$ cat config.mk
export PLATFORM = sky130hd
export DESIGN_NAME = opnd_unpack
export DESIGN_NICKNAME = d
export VERILOG_FILES = /design/src/rtl/unpk_pkg.sv /design/src/rtl/unpk_field_sel.sv /design/src/rtl/unpk_half_cvt.sv /design/src/rtl/unpk_byte_cvt.sv /design/src/rtl/opnd_unpack.sv
export SDC_FILE = /design/constraint.sdc
export NUM_CORES = 1
export LEC_CHECK = 0
export ABC_AREA = 1
export BUFFER_PORTS_ARGS = -buffer_cell sky130_fd_sc_hd__buf_2
export CELL_PAD_IN_SITES_DETAIL_PLACEMENT = 1
export CELL_PAD_IN_SITES_GLOBAL_PLACEMENT = 1
export CORE_MARGIN = 2
export CORE_UTILIZATION = 40
export CTS_CLUSTER_DIAMETER = 120
export DETAILED_ROUTE_END_ITERATION = 6
export GPL_TIMING_DRIVEN = 0
export PLACE_DENSITY_LB_ADDON = 0.08
export SETUP_SLACK_MARGIN = 0.15
export SYNTH_ARGS = -nofsm -noshare
export SYNTH_HDL_FRONTEND = slang
export SYNTH_HIERARCHICAL = 1
export SYNTH_SLANG_ARGS = --single-unit
$ cat constraint.sdc
create_clock -name clk -period 4.8 [get_ports clk]
set_input_delay 0.72 -clock clk [delete_from_list [all_inputs] [get_ports clk]]
set_output_delay 0.72 -clock clk [all_outputs]
set_load 0.005 [all_outputs]
$ cat src/rtl/unpk_pkg.sv
package unpk_pkg;

    localparam int WORD_W  = 32;
    localparam int HALF_W  = 16;
    localparam int BYTE_W  = 8;
    localparam int SEL_W   = 3;
    localparam int LANES   = WORD_W / BYTE_W;

    // half-precision layout
    localparam int H_EXP_W = 5;
    localparam int H_MAN_W = 10;
    localparam int H_BIAS  = 15;

    // single-precision layout
    localparam int S_EXP_W = 8;
    localparam int S_MAN_W = 23;
    localparam int S_BIAS  = 127;

    localparam int MAN_GAP = S_MAN_W - H_MAN_W;     // 13
    localparam int REBIAS  = S_BIAS - H_BIAS;       // 112
    localparam int SUB_OFS = S_BIAS - H_BIAS - H_MAN_W + 1 - 1; // 102 + 1 adjust below

    localparam logic [WORD_W-1:0] ONE_SGL = 32'h3F80_0000;

    typedef enum logic [1:0] {
        KIND_PASS = 2'd0,
        KIND_HALF = 2'd1,
        KIND_REPL = 2'd2,
        KIND_BYTE = 2'd3
    } unpk_kind_e;

endpackage

$ cat src/rtl/unpk_field_sel.sv
module unpk_field_sel
    import unpk_pkg::*;
(
    input  logic [WORD_W-1:0] word_i,
    input  logic [SEL_W-1:0]  sel_i,
    output unpk_kind_e        kind_o,
    output logic [HALF_W-1:0] half_o,
    output logic [BYTE_W-1:0] byte_o,
    output logic [WORD_W-1:0] repl_o
);

    logic [BYTE_W-1:0] lane [LANES];

    genvar g;
    generate
        for (g = 0; g < LANES; g++) begin : g_lane
            assign lane[g] = word_i[g*BYTE_W +: BYTE_W];
        end
    endgenerate

    always_comb begin
        unique case (sel_i)
            3'd0:                kind_o = KIND_PASS;
            3'd1, 3'd2:          kind_o = KIND_HALF;
            3'd3:                kind_o = KIND_REPL;
            default:             kind_o = KIND_BYTE;
        endcase
    end

    always_comb begin
        half_o = sel_i[1] ? word_i[WORD_W-1 -: HALF_W] : word_i[HALF_W-1:0];
        byte_o = lane[sel_i[1:0]];
        repl_o = {LANES{lane[LANES-1]}};
    end

endmodule

$ cat src/rtl/unpk_half_cvt.sv
module unpk_half_cvt
    import unpk_pkg::*;
(
    input  logic              clk,
    input  logic              rst_n,
    input  logic [HALF_W-1:0] half_i,
    input  logic              as_float_i,
    output logic [WORD_W-1:0] word_o
);

    logic                 sgn;
    logic [H_EXP_W-1:0]   hexp;
    logic [H_MAN_W-1:0]   hman;
    logic [3:0]           lead;
    logic [H_MAN_W:0]     norm_man;
    logic [S_EXP_W-1:0]   sub_exp;
    logic [S_EXP_W-1:0]   nrm_exp;

    always_comb begin
        sgn  = half_i[HALF_W-1];
        hexp = half_i[HALF_W-2 -: H_EXP_W];
        hman = half_i[H_MAN_W-1:0];

        lead = 4'd0;
        for (int i = 0; i < H_MAN_W; i++) begin
            if (hman[i]) lead = 4'(i);
        end
        // move the leading one to the hidden-bit position
        norm_man = {1'b0, hman} << (4'(H_MAN_W) - lead);
        // value = 2^(lead-24) * 1.f  ->  biased exponent lead + 103
        sub_exp  = 8'(lead) + 8'(S_BIAS - 24);
        nrm_exp  = 8'(hexp) + 8'(REBIAS);
    end

    always_comb begin
        if (!as_float_i) begin
            word_o = {{(WORD_W-HALF_W){sgn}}, half_i};
        end else if (hexp == '1) begin
            word_o = {sgn, {S_EXP_W{1'b1}}, hman, {MAN_GAP{1'b0}}};
        end else if (hexp == '0) begin
            if (hman == '0) begin
                word_o = {sgn, {(WORD_W-1){1'b0}}};
            end else begin
                word_o = {sgn, sub_exp, norm_man[H_MAN_W-1:0], {MAN_GAP{1'b0}}};
            end
        end else begin
            word_o = {sgn, nrm_exp, hman, {MAN_GAP{1'b0}}};
        end
    end

    // integer widening copies the half's sign into the whole upper half
    assert_half_sext_R4: assert property (@(posedge clk) disable iff (!rst_n)
        !as_float_i |-> (word_o[WORD_W-1:HALF_W] == {HALF_W{half_i[HALF_W-1]}}));

    // specials stay specials and keep their sign
    assert_half_special_R6: assert property (@(posedge clk) disable iff (!rst_n)
        (as_float_i && half_i[HALF_W-2 -: H_EXP_W] == '1) |->
        (word_o[30:23] == 8'hFF && word_o[31] == half_i[15]));

    // any nonzero finite half maps to a normal single
    assert_half_normal_R7: assert property (@(posedge clk) disable iff (!rst_n)
        (as_float_i && half_i[14:10] != 5'h1F && half_i[14:0] != 15'h0) |->
        (word_o[30:23] != 8'h00 && word_o[30:23] != 8'hFF));

endmodule

$ cat src/rtl/unpk_byte_cvt.sv
module unpk_byte_cvt
    import unpk_pkg::*;
(
    input  logic              clk,
    input  logic              rst_n,
    input  logic [BYTE_W-1:0] byte_i,
    input  logic              as_float_i,
    output logic [WORD_W-1:0] word_o
);

    localparam int PAT_W = 6 * BYTE_W;   // enough repeats for 24 bits + guard + sticky period
    localparam int SIG_W = S_MAN_W + 1;

    logic [2:0]         lz;
    logic [PAT_W-1:0]   pat;
    logic [PAT_W-1:0]   shifted;
    logic [SIG_W-1:0]   sig;
    logic               guard;
    logic               sticky;
    logic               bump;
    logic [SIG_W:0]     rounded;
    logic [S_EXP_W-1:0] bexp;
    logic [WORD_W-1:0]  flt_word;

    // b/255 in binary is the byte repeated forever after the point
    always_comb begin
        lz = 3'd0;
        for (int i = 0; i < BYTE_W; i++) begin
            if (byte_i[i]) lz = 3'(BYTE_W - 1 - i);
        end
        pat     = {6{byte_i}};
        shifted = pat << lz;
        sig     = shifted[PAT_W-1 -: SIG_W];
        guard   = shifted[PAT_W-1-SIG_W];
        sticky  = |shifted[PAT_W-2-SIG_W:0];
        bump    = guard & (sticky | sig[0]);
        rounded = {1'b0, sig} + (SIG_W+1)'(bump);
        bexp    = 8'(S_BIAS - 1) - 8'(lz) + 8'(rounded[SIG_W]);
        if (byte_i == '0) begin
            flt_word = '0;
        end else if (rounded[SIG_W]) begin
            flt_word = {1'b0, bexp, {S_MAN_W{1'b0}}};
        end else begin
            flt_word = {1'b0, bexp, rounded[S_MAN_W-1:0]};
        end
    end

    always_comb begin
        word_o = as_float_i ? flt_word : {{(WORD_W-BYTE_W){1'b0}}, byte_i};
    end

    assert_byte_zext_R8: assert property (@(posedge clk) disable iff (!rst_n)
        !as_float_i |-> (word_o[WORD_W-1:BYTE_W] == '0 && word_o[BYTE_W-1:0] == byte_i));

    assert_byte_unit_R9: assert property (@(posedge clk) disable iff (!rst_n)
        as_float_i |-> (word_o <= ONE_SGL));

    assert_byte_ends_R9: assert property (@(posedge clk) disable iff (!rst_n)
        (as_float_i && byte_i == 8'hFF) |-> (word_o == ONE_SGL));

endmodule

$ cat src/rtl/opnd_unpack.sv
module opnd_unpack
    import unpk_pkg::*;
#(
    parameter bit OUT_REG = 1'b1
) (
    input  logic              clk,
    input  logic              rst_n,
    input  logic [31:0]       src_word,
    input  logic [2:0]        unpk_sel,
    input  logic              as_float,
    output logic [31:0]       res_word
);

    unpk_kind_e        kind;
    logic [HALF_W-1:0] half_fld;
    logic [BYTE_W-1:0] byte_fld;
    logic [WORD_W-1:0] repl_word;
    logic [WORD_W-1:0] half_word;
    logic [WORD_W-1:0] byte_word;
    logic [WORD_W-1:0] nxt_word;
    logic              primed;

    unpk_field_sel u_sel (
        .word_i (src_word),
        .sel_i  (unpk_sel),
        .kind_o (kind),
        .half_o (half_fld),
        .byte_o (byte_fld),
        .repl_o (repl_word)
    );

    unpk_half_cvt u_half (
        .clk        (clk),
        .rst_n      (rst_n),
        .half_i     (half_fld),
        .as_float_i (as_float),
        .word_o     (half_word)
    );

    unpk_byte_cvt u_byte (
        .clk        (clk),
        .rst_n      (rst_n),
        .byte_i     (byte_fld),
        .as_float_i (as_float),
        .word_o     (byte_word)
    );

    always_comb begin
        unique case (kind)
            KIND_PASS: nxt_word = src_word;
            KIND_HALF: nxt_word = half_word;
            KIND_REPL: nxt_word = repl_word;
            KIND_BYTE: nxt_word = byte_word;
            default:   nxt_word = src_word;
        endcase
    end

    generate
        if (OUT_REG) begin : g_reg
            always_ff @(posedge clk) begin
                if (!rst_n) res_word <= '0;
                else        res_word <= nxt_word;
            end
        end else begin : g_comb
            assign res_word = nxt_word;
        end
    endgenerate

    always_ff @(posedge clk) begin
        if (!rst_n) primed <= 1'b0;
        else        primed <= 1'b1;
    end

    assert_pass_R2: assert property (@(posedge clk) disable iff (!rst_n)
        (unpk_sel == 3'd0) |-> (nxt_word == src_word));

    assert_repl_R3: assert property (@(posedge clk) disable iff (!rst_n)
        (unpk_sel == 3'd3) |-> (nxt_word[7:0] == src_word[31:24] &&
                                nxt_word[15:8] == src_word[31:24] &&
                                nxt_word[23:16] == src_word[31:24] &&
                                nxt_word[31:24] == src_word[31:24]));

    assert_latency_R1: assert property (@(posedge clk) disable iff (!rst_n)
        (OUT_REG && primed) |-> (res_word == $past(nxt_word)));

endmodule

* Word-level counts from Yosys, hierarchy flattened
Index checks and enable logic that the tools add are counted.
W data, S select, Z words.
** Word-level totals
- Bits of input ports :: 38
- Output and inout bits :: 32
- Register bits :: 32
** Cells by class
- Equal/unequal tests :: 7
- Reductions and logical operators :: 7
- Mux-type cells :: 30
- Add/sub/neg operators :: 6
- Shift-type cells :: 2
- Bitwise logic cells :: 3
- Magnitude comparators :: 1
** Operators with widths (count)
- $mux W31 :: 5
- $pmux W32 S4 :: 1
- $shl A48 B3 Y48 :: 1
- $mux W3 :: 12
- $mux W32 :: 1
- $add A24 B1 Y25 :: 1
- $mux W23 :: 1
- $reduce_or A23 Y1 :: 1
- $bmux W8 S2 :: 1
- $mux W16 :: 1
- $mux W8 :: 2
- $logic_not A10 Y1 :: 1
- $shl A10 B4 Y10 :: 1
- $add A4 B7 Y8 const B :: 1
- $add A5 B7 Y8 const B :: 1
- $add A8 B1 Y8 :: 1
- $logic_not A8 Y1 :: 1
- $mux W4 :: 2
- $sub A7 B3 Y8 const A :: 1
- $eq A3 B2 Y1 const B :: 2
- $pmux W2 S3 :: 1
- $eq A5 B5 Y1 const B :: 1
- $logic_not A5 Y1 :: 1
- $eq A2 B2 Y1 const B :: 2
- other kinds (12) :: 13

* Longest topological paths before layout
- Depth in word-level cells :: 21
- Gate-level depth with buffers :: 29
- Depth with buffers taken out :: 28

* Modules after synthesis
Netlist, hierarchy kept.
** Modules (own cells, without submodules)
- opnd_unpack :: area each 1976.9 um2, instances 1, cells an instance 319, sequential area each 640.6 um2
- unpk_byte_cvt :: area each 879.6 um2, instances 1, cells an instance 160, sequential area each 0.0 um2
- unpk_half_cvt :: area each 855.8 um2, instances 1, cells an instance 192, sequential area each 0.0 um2
- unpk_field_sel :: area each 797.0 um2, instances 1, cells an instance 158, sequential area each 0.0 um2

* Worst setup path after synthesis
Ideal clock, no wire load.
- Path type :: in2reg
- Start :: in unpk_sel[1]
- End :: reg res_word[25]
- Required time :: 4686 ps
- Data arrival time :: 3418 ps
- Stages :: 26
- Setup slack :: 1267 ps
- Cells stage by stage :: buf_6 > nand2_2 > nand2_1 > nand2_1 > nand2_1 > inv_2 > nand2_1 > nand3_1 > nand2_1 > nand2_4 > inv_4 > a21oi_1 > nand2_1 > inv_1 > ha_1 > nand3_1 > nor2_2 > nand3_2 > ha_1 > ha_1 > xnor2_1 > nor2_1 > nand3_1 > nand2_1 > nor2_1 > nor2_1
** On the way
- Longest elaborated chain between the ends :: 21
- Elaborated cells between the ends (all ways) :: 52
- Those cells by class :: add/sub: 5; eq/ne: 7; shift: 1; mux: 29; bitwise: 3; reduce/logical: 7
** Ends and longest elaborated chain
- start: declaration :: RTL line opnd_unpack.sv:9 : input logic [2:0] unpk_sel,
- $not A2 Y3 (implied by the code) (*) :: RTL line unpk_field_sel.sv:32 : byte_o = lane[sel_i[1:0]];
- $bmux W8 S2 (*) :: RTL line unpk_field_sel.sv:32
- $mux W8 (implied by the code) (*) (2 in series) :: RTL line unpk_field_sel.sv:32
- via byte_fld[0] :: RTL line opnd_unpack.sv:16 : logic [BYTE_W-1:0] byte_fld;
- $mux W3 (8 in series) :: RTL line unpk_byte_cvt.sv:29 : if (byte_i[i]) lz = 3'(BYTE_W - 1 - i);
- $shl A48 B3 Y48 :: RTL line unpk_byte_cvt.sv:32 : shifted = pat << lz;
- $reduce_or A23 Y1 :: RTL line unpk_byte_cvt.sv:35 : sticky = |shifted[PAT_W-2-SIG_W:0];
- $or A1 B1 Y1 :: RTL line unpk_byte_cvt.sv:36 : bump = guard & (sticky | sig[0]);
- $and A1 B1 Y1 :: RTL line unpk_byte_cvt.sv:36
- $add A24 B1 Y25 :: RTL line unpk_byte_cvt.sv:37 : rounded = {1'b0, sig} + (SIG_W+1)'(bump);
- $add A8 B1 Y8 :: RTL line unpk_byte_cvt.sv:38 : bexp = 8'(S_BIAS - 1) - 8'(lz) + 8'(rounded[SIG_W]);
- $mux W31 (*) :: RTL line unpk_byte_cvt.sv:39 : if (byte_i == '0) begin
- $mux W32 (*) :: RTL line unpk_byte_cvt.sv:49 : word_o = as_float_i ? flt_word : {{(WORD_W-BYTE_W){1'b0}}, byte_i};
- via byte_word[25] :: RTL line opnd_unpack.sv:19 : logic [WORD_W-1:0] byte_word;
- $pmux W32 S4 (*) :: RTL line opnd_unpack.sv:49 : unique case (kind)
- end signal: assignment :: RTL line opnd_unpack.sv:62 : else res_word <= nxt_word;
- end: declaration :: RTL line opnd_unpack.sv:11 : output logic [31:0] res_word
The timed path passes the listed nets; every way through them passes the cells marked *. The select of a mux whose other input is x is not followed.
A chain may end at the register's enable or synchronous reset.

* Final worst setup path
- Start :: in unpk_sel[0]
- End :: reg res_word[25]
** On the way
- Elaborated cells between the ends (all ways) :: 33
- Those cells by class :: add/sub: 3; eq/ne: 6; shift: 1; mux: 15; bitwise: 3; reduce/logical: 5
** RTL lines (RTL line)
- $not A2 Y3 (implied by the code) (*) :: unpk_field_sel.sv:32
- $bmux W8 S2 (*) :: unpk_field_sel.sv:32
- $mux W8 (implied by the code) (*) (2 in series) :: unpk_field_sel.sv:32
- via byte_fld[1] :: opnd_unpack.sv:16
- $mux W3 (7 in series) :: unpk_byte_cvt.sv:29
- $shl A48 B3 Y48 :: unpk_byte_cvt.sv:32
- $reduce_or A23 Y1 :: unpk_byte_cvt.sv:35
- $or A1 B1 Y1 :: unpk_byte_cvt.sv:36
- $and A1 B1 Y1 :: unpk_byte_cvt.sv:36
- $add A24 B1 Y25 :: unpk_byte_cvt.sv:37
- $add A8 B1 Y8 :: unpk_byte_cvt.sv:38
- $mux W31 (*) :: unpk_byte_cvt.sv:39
- $mux W32 (*) :: unpk_byte_cvt.sv:49
- via byte_word[25] :: opnd_unpack.sv:19
- $pmux W32 S4 (*) :: opnd_unpack.sv:49
Marked as above.

==> reports/metrics.cfg <==
[worst_setup_path]
cp_max_fo = 10
cp-end-kind = flip-flop
worst_ep_arrival_time_ns = 4.22
worstPathRequired_ns = 4.98
startpoint_type = input pin
crit_type = in -> reg

[sta]
fin_crit_sh_pct = 84.3
maxSlewHeadroom_pct = 51.3
layout_setup_ws_ns = 0.754
worst_slew_pin_slew_ns = 0.723
tns_ns = 0
final_hold_viol_count = 0
rsz0062_at_grt = no
holdWs_ns = 0.710
finalCriticalPeriod_ns = 4.05
drv_slew = 0
setup_violations = 0
fmax_mhz = 247

[layout]
largest_reg_flops = 32
nets = 945
top_register = res_word
drive_above_1_share_pct = 22.3
final_common_cell = nand2_1
fill_cells = 1636
multi_input_comb_area_um2 = 3010
most-common-layout-cells = 289 x nand2_1, 138 x nand3_1, 101 x nor2_1, 79 x buf_2, 51 x buf_4
syn_to_final_growth_pct = 15.5
reg_top3 = res_word: 32 flops
seq_area_um2 = 641
diodes = 0

[placement]
place_congestion = 0.971
dp_slack_ns = 0.552
hpwl_um = 15600
port_buffers = 67

[global_routing]
use_met1_pct = 41.6
met3_usage_pct = 2.70
first_global_vias = 5633
grt_usage_pct = 32.5
grt_antenna_before_repair = 0
gr-total-overflow = 0
busiest_layer = met2
grt_first_pass_wirelength_um = 29600
met2_usage_pct = 56.4
grt_max_degree = 11

[route]
drt-pass1-iter-count = 5
vias = 5603
wl_per_cell_um = 18.2
route.detailed.drc = 0
ant_nets = 0
drt-initial-drc-count = 429
vias_per_cell = 5.36
wl_um = 19000

[power_and_ir_drop]
totalPowerFinal_mw = 1.37
ir_worst_vdd_v = 0.000127
p_per_area_nw_per_um2 = 262
power.leakage_nw = 2.99

[cts]
numCtsBuffers = 5
clk_pin_slew_ns = 0.06
clkSinkCount = 32
cts-resized-gates = 0
cts_setup_buffers = 0
cts_tree = built
cts-root-buf = clkbuf_16
clk_path_buf_depth = 2
cts_hold_buf = 0
htree_levels = 2

[yosys]
syn_inst = 829
avgSynthCellArea_um2 = 5.44
ys_types = 36
synth.ff_latch_count = 32
yosysSeqAreaShare_pct = 14.2
netlist_area_um2 = 4510
synth_warnings = 6

[worst_hold_path]
holdCritStartpoint = src_word[16]
whs_endpoint = res_word[16]
hold_path_class = in -> reg
holdPathStages = 3

[floorplanning]
die_h_um = 110
initial_core_util_pct = 41.2
die_w_um = 110
core.rowCount = 38
core_region_area_um2 = 10900
dieArea_um2 = 12100
io_pins = 70

[job]
cap_violations = 0

[status]
status = finished, final reports clean

==> per-stage QoR <==
stage | area [um2] | util [%] | instances
detailed placement | 5020 | 45.9 | 1037
finish | 5210 | 47.6 | 1045
CTS | 5210 | 47.6 | 1045
global placement | 5020 | 45.9 | 1037
global route | 5210 | 47.6 | 1045
floorplan | 4510 | - | 830
==> how the worst max path moves through the flow <==
stage                   endpoint         from  slack (ns)
global placement    res_word[25]  unpk_sel[1]        0.67
global route        res_word[25]  unpk_sel[0]        0.48
floorplan           res_word[25]  unpk_sel[1]        1.27
CTS                 res_word[25]  unpk_sel[0]        0.84
finish              res_word[25]  unpk_sel[0]        0.75
detailed placement  res_word[25]  unpk_sel[0]        0.55
==> Yosys cell counts (all sizes together) <==
cell type	n	share of area, %
nand3b	1	0.17
clkbuf	8	0.67
nor3	5	0.67
conb	1	0.083
o21ai	68	8.0
a31oi	1	0.14
nor2	109	10
ha	3	0.83
nand2	310	28
nand4	4	0.55
xnor2	1	0.19
buf	77	13
o22ai	2	0.28
xor2	1	0.19
nand3	140	16
a21oi	4	0.44
a22oi	3	0.50
dfxtp	32	14
inv	58	5.1
o211ai	1	0.17
==> metal layers <==
metal | wire length [um] | vias to the layer above | share of wire [%]
met3 | 782 | 41 | 4.1
met4 | 694 | 0 | 3.6
met2 | 9030 | 152 | 47
met1 | 8530 | 2658 | 45
met5 | 0 | - | 0
li1 | - | 2752 | -
==> area by class of cell <==
class	instances	area share (%)
multi-input cells	655	57.8
flip-flops and latches	32	12.3
plain buffers	85	12.2
repair buffers	67	6.44
inverters	58	4.42
well taps	140	3.36
clock buffers	7	2.93
clock inverters	1	0.577
==> where the power goes <==
part / total [mW] / switching, mW / leakage, nW / internal, mW
Combinational: 0.669 / 0.443 / 2.64 / 0.227
Clock: 0.399 / 0.126 / 0.0901 / 0.273
Sequential: 0.298 / 0.00550 / 0.265 / 0.293
==> critical path, stage by stage <==
cell,delay [ns]
buf_6,0.12
inv_2,0.18
nand2_1,0.08
nand2_1,0.07
nand2_1,0.05
nand2_1,0.23
inv_2,0.10
nand2_1,0.07
nand2_1,0.05
nand2_1,0.06
nand2_2,0.06
nand2_4,0.12
nand3_1,0.12
a21oi_1,0.25
nand2_1,0.08
inv_1,0.09
ha_1,0.22
nand3_1,0.18
nor2_2,0.23
nand3_2,0.16
ha_1,0.25
ha_1,0.20
xnor2_1,0.15
nor2_1,0.08
nand3_1,0.08
nand2_1,0.05
nor2_1,0.10
nor2_1,0.05
==> kinds of logic (layout without fill, tap and decap cells) <==
family                   count (synthesis)  in the layout  share of synthesized area (%)
buffers and inverters                  143            218                           19.2
XOR/XNOR                                 2              2                          0.389
adder cells (fa/ha/maj)                  3              3                          0.832
other                                    1              2                         0.0832
AO/OA/AOI/OAI                           79             79                           9.57
flip-flops                              32             32                           14.2
AND/OR/NAND/NOR                        569            569                           55.7
(Power assumes the default switching activity.)
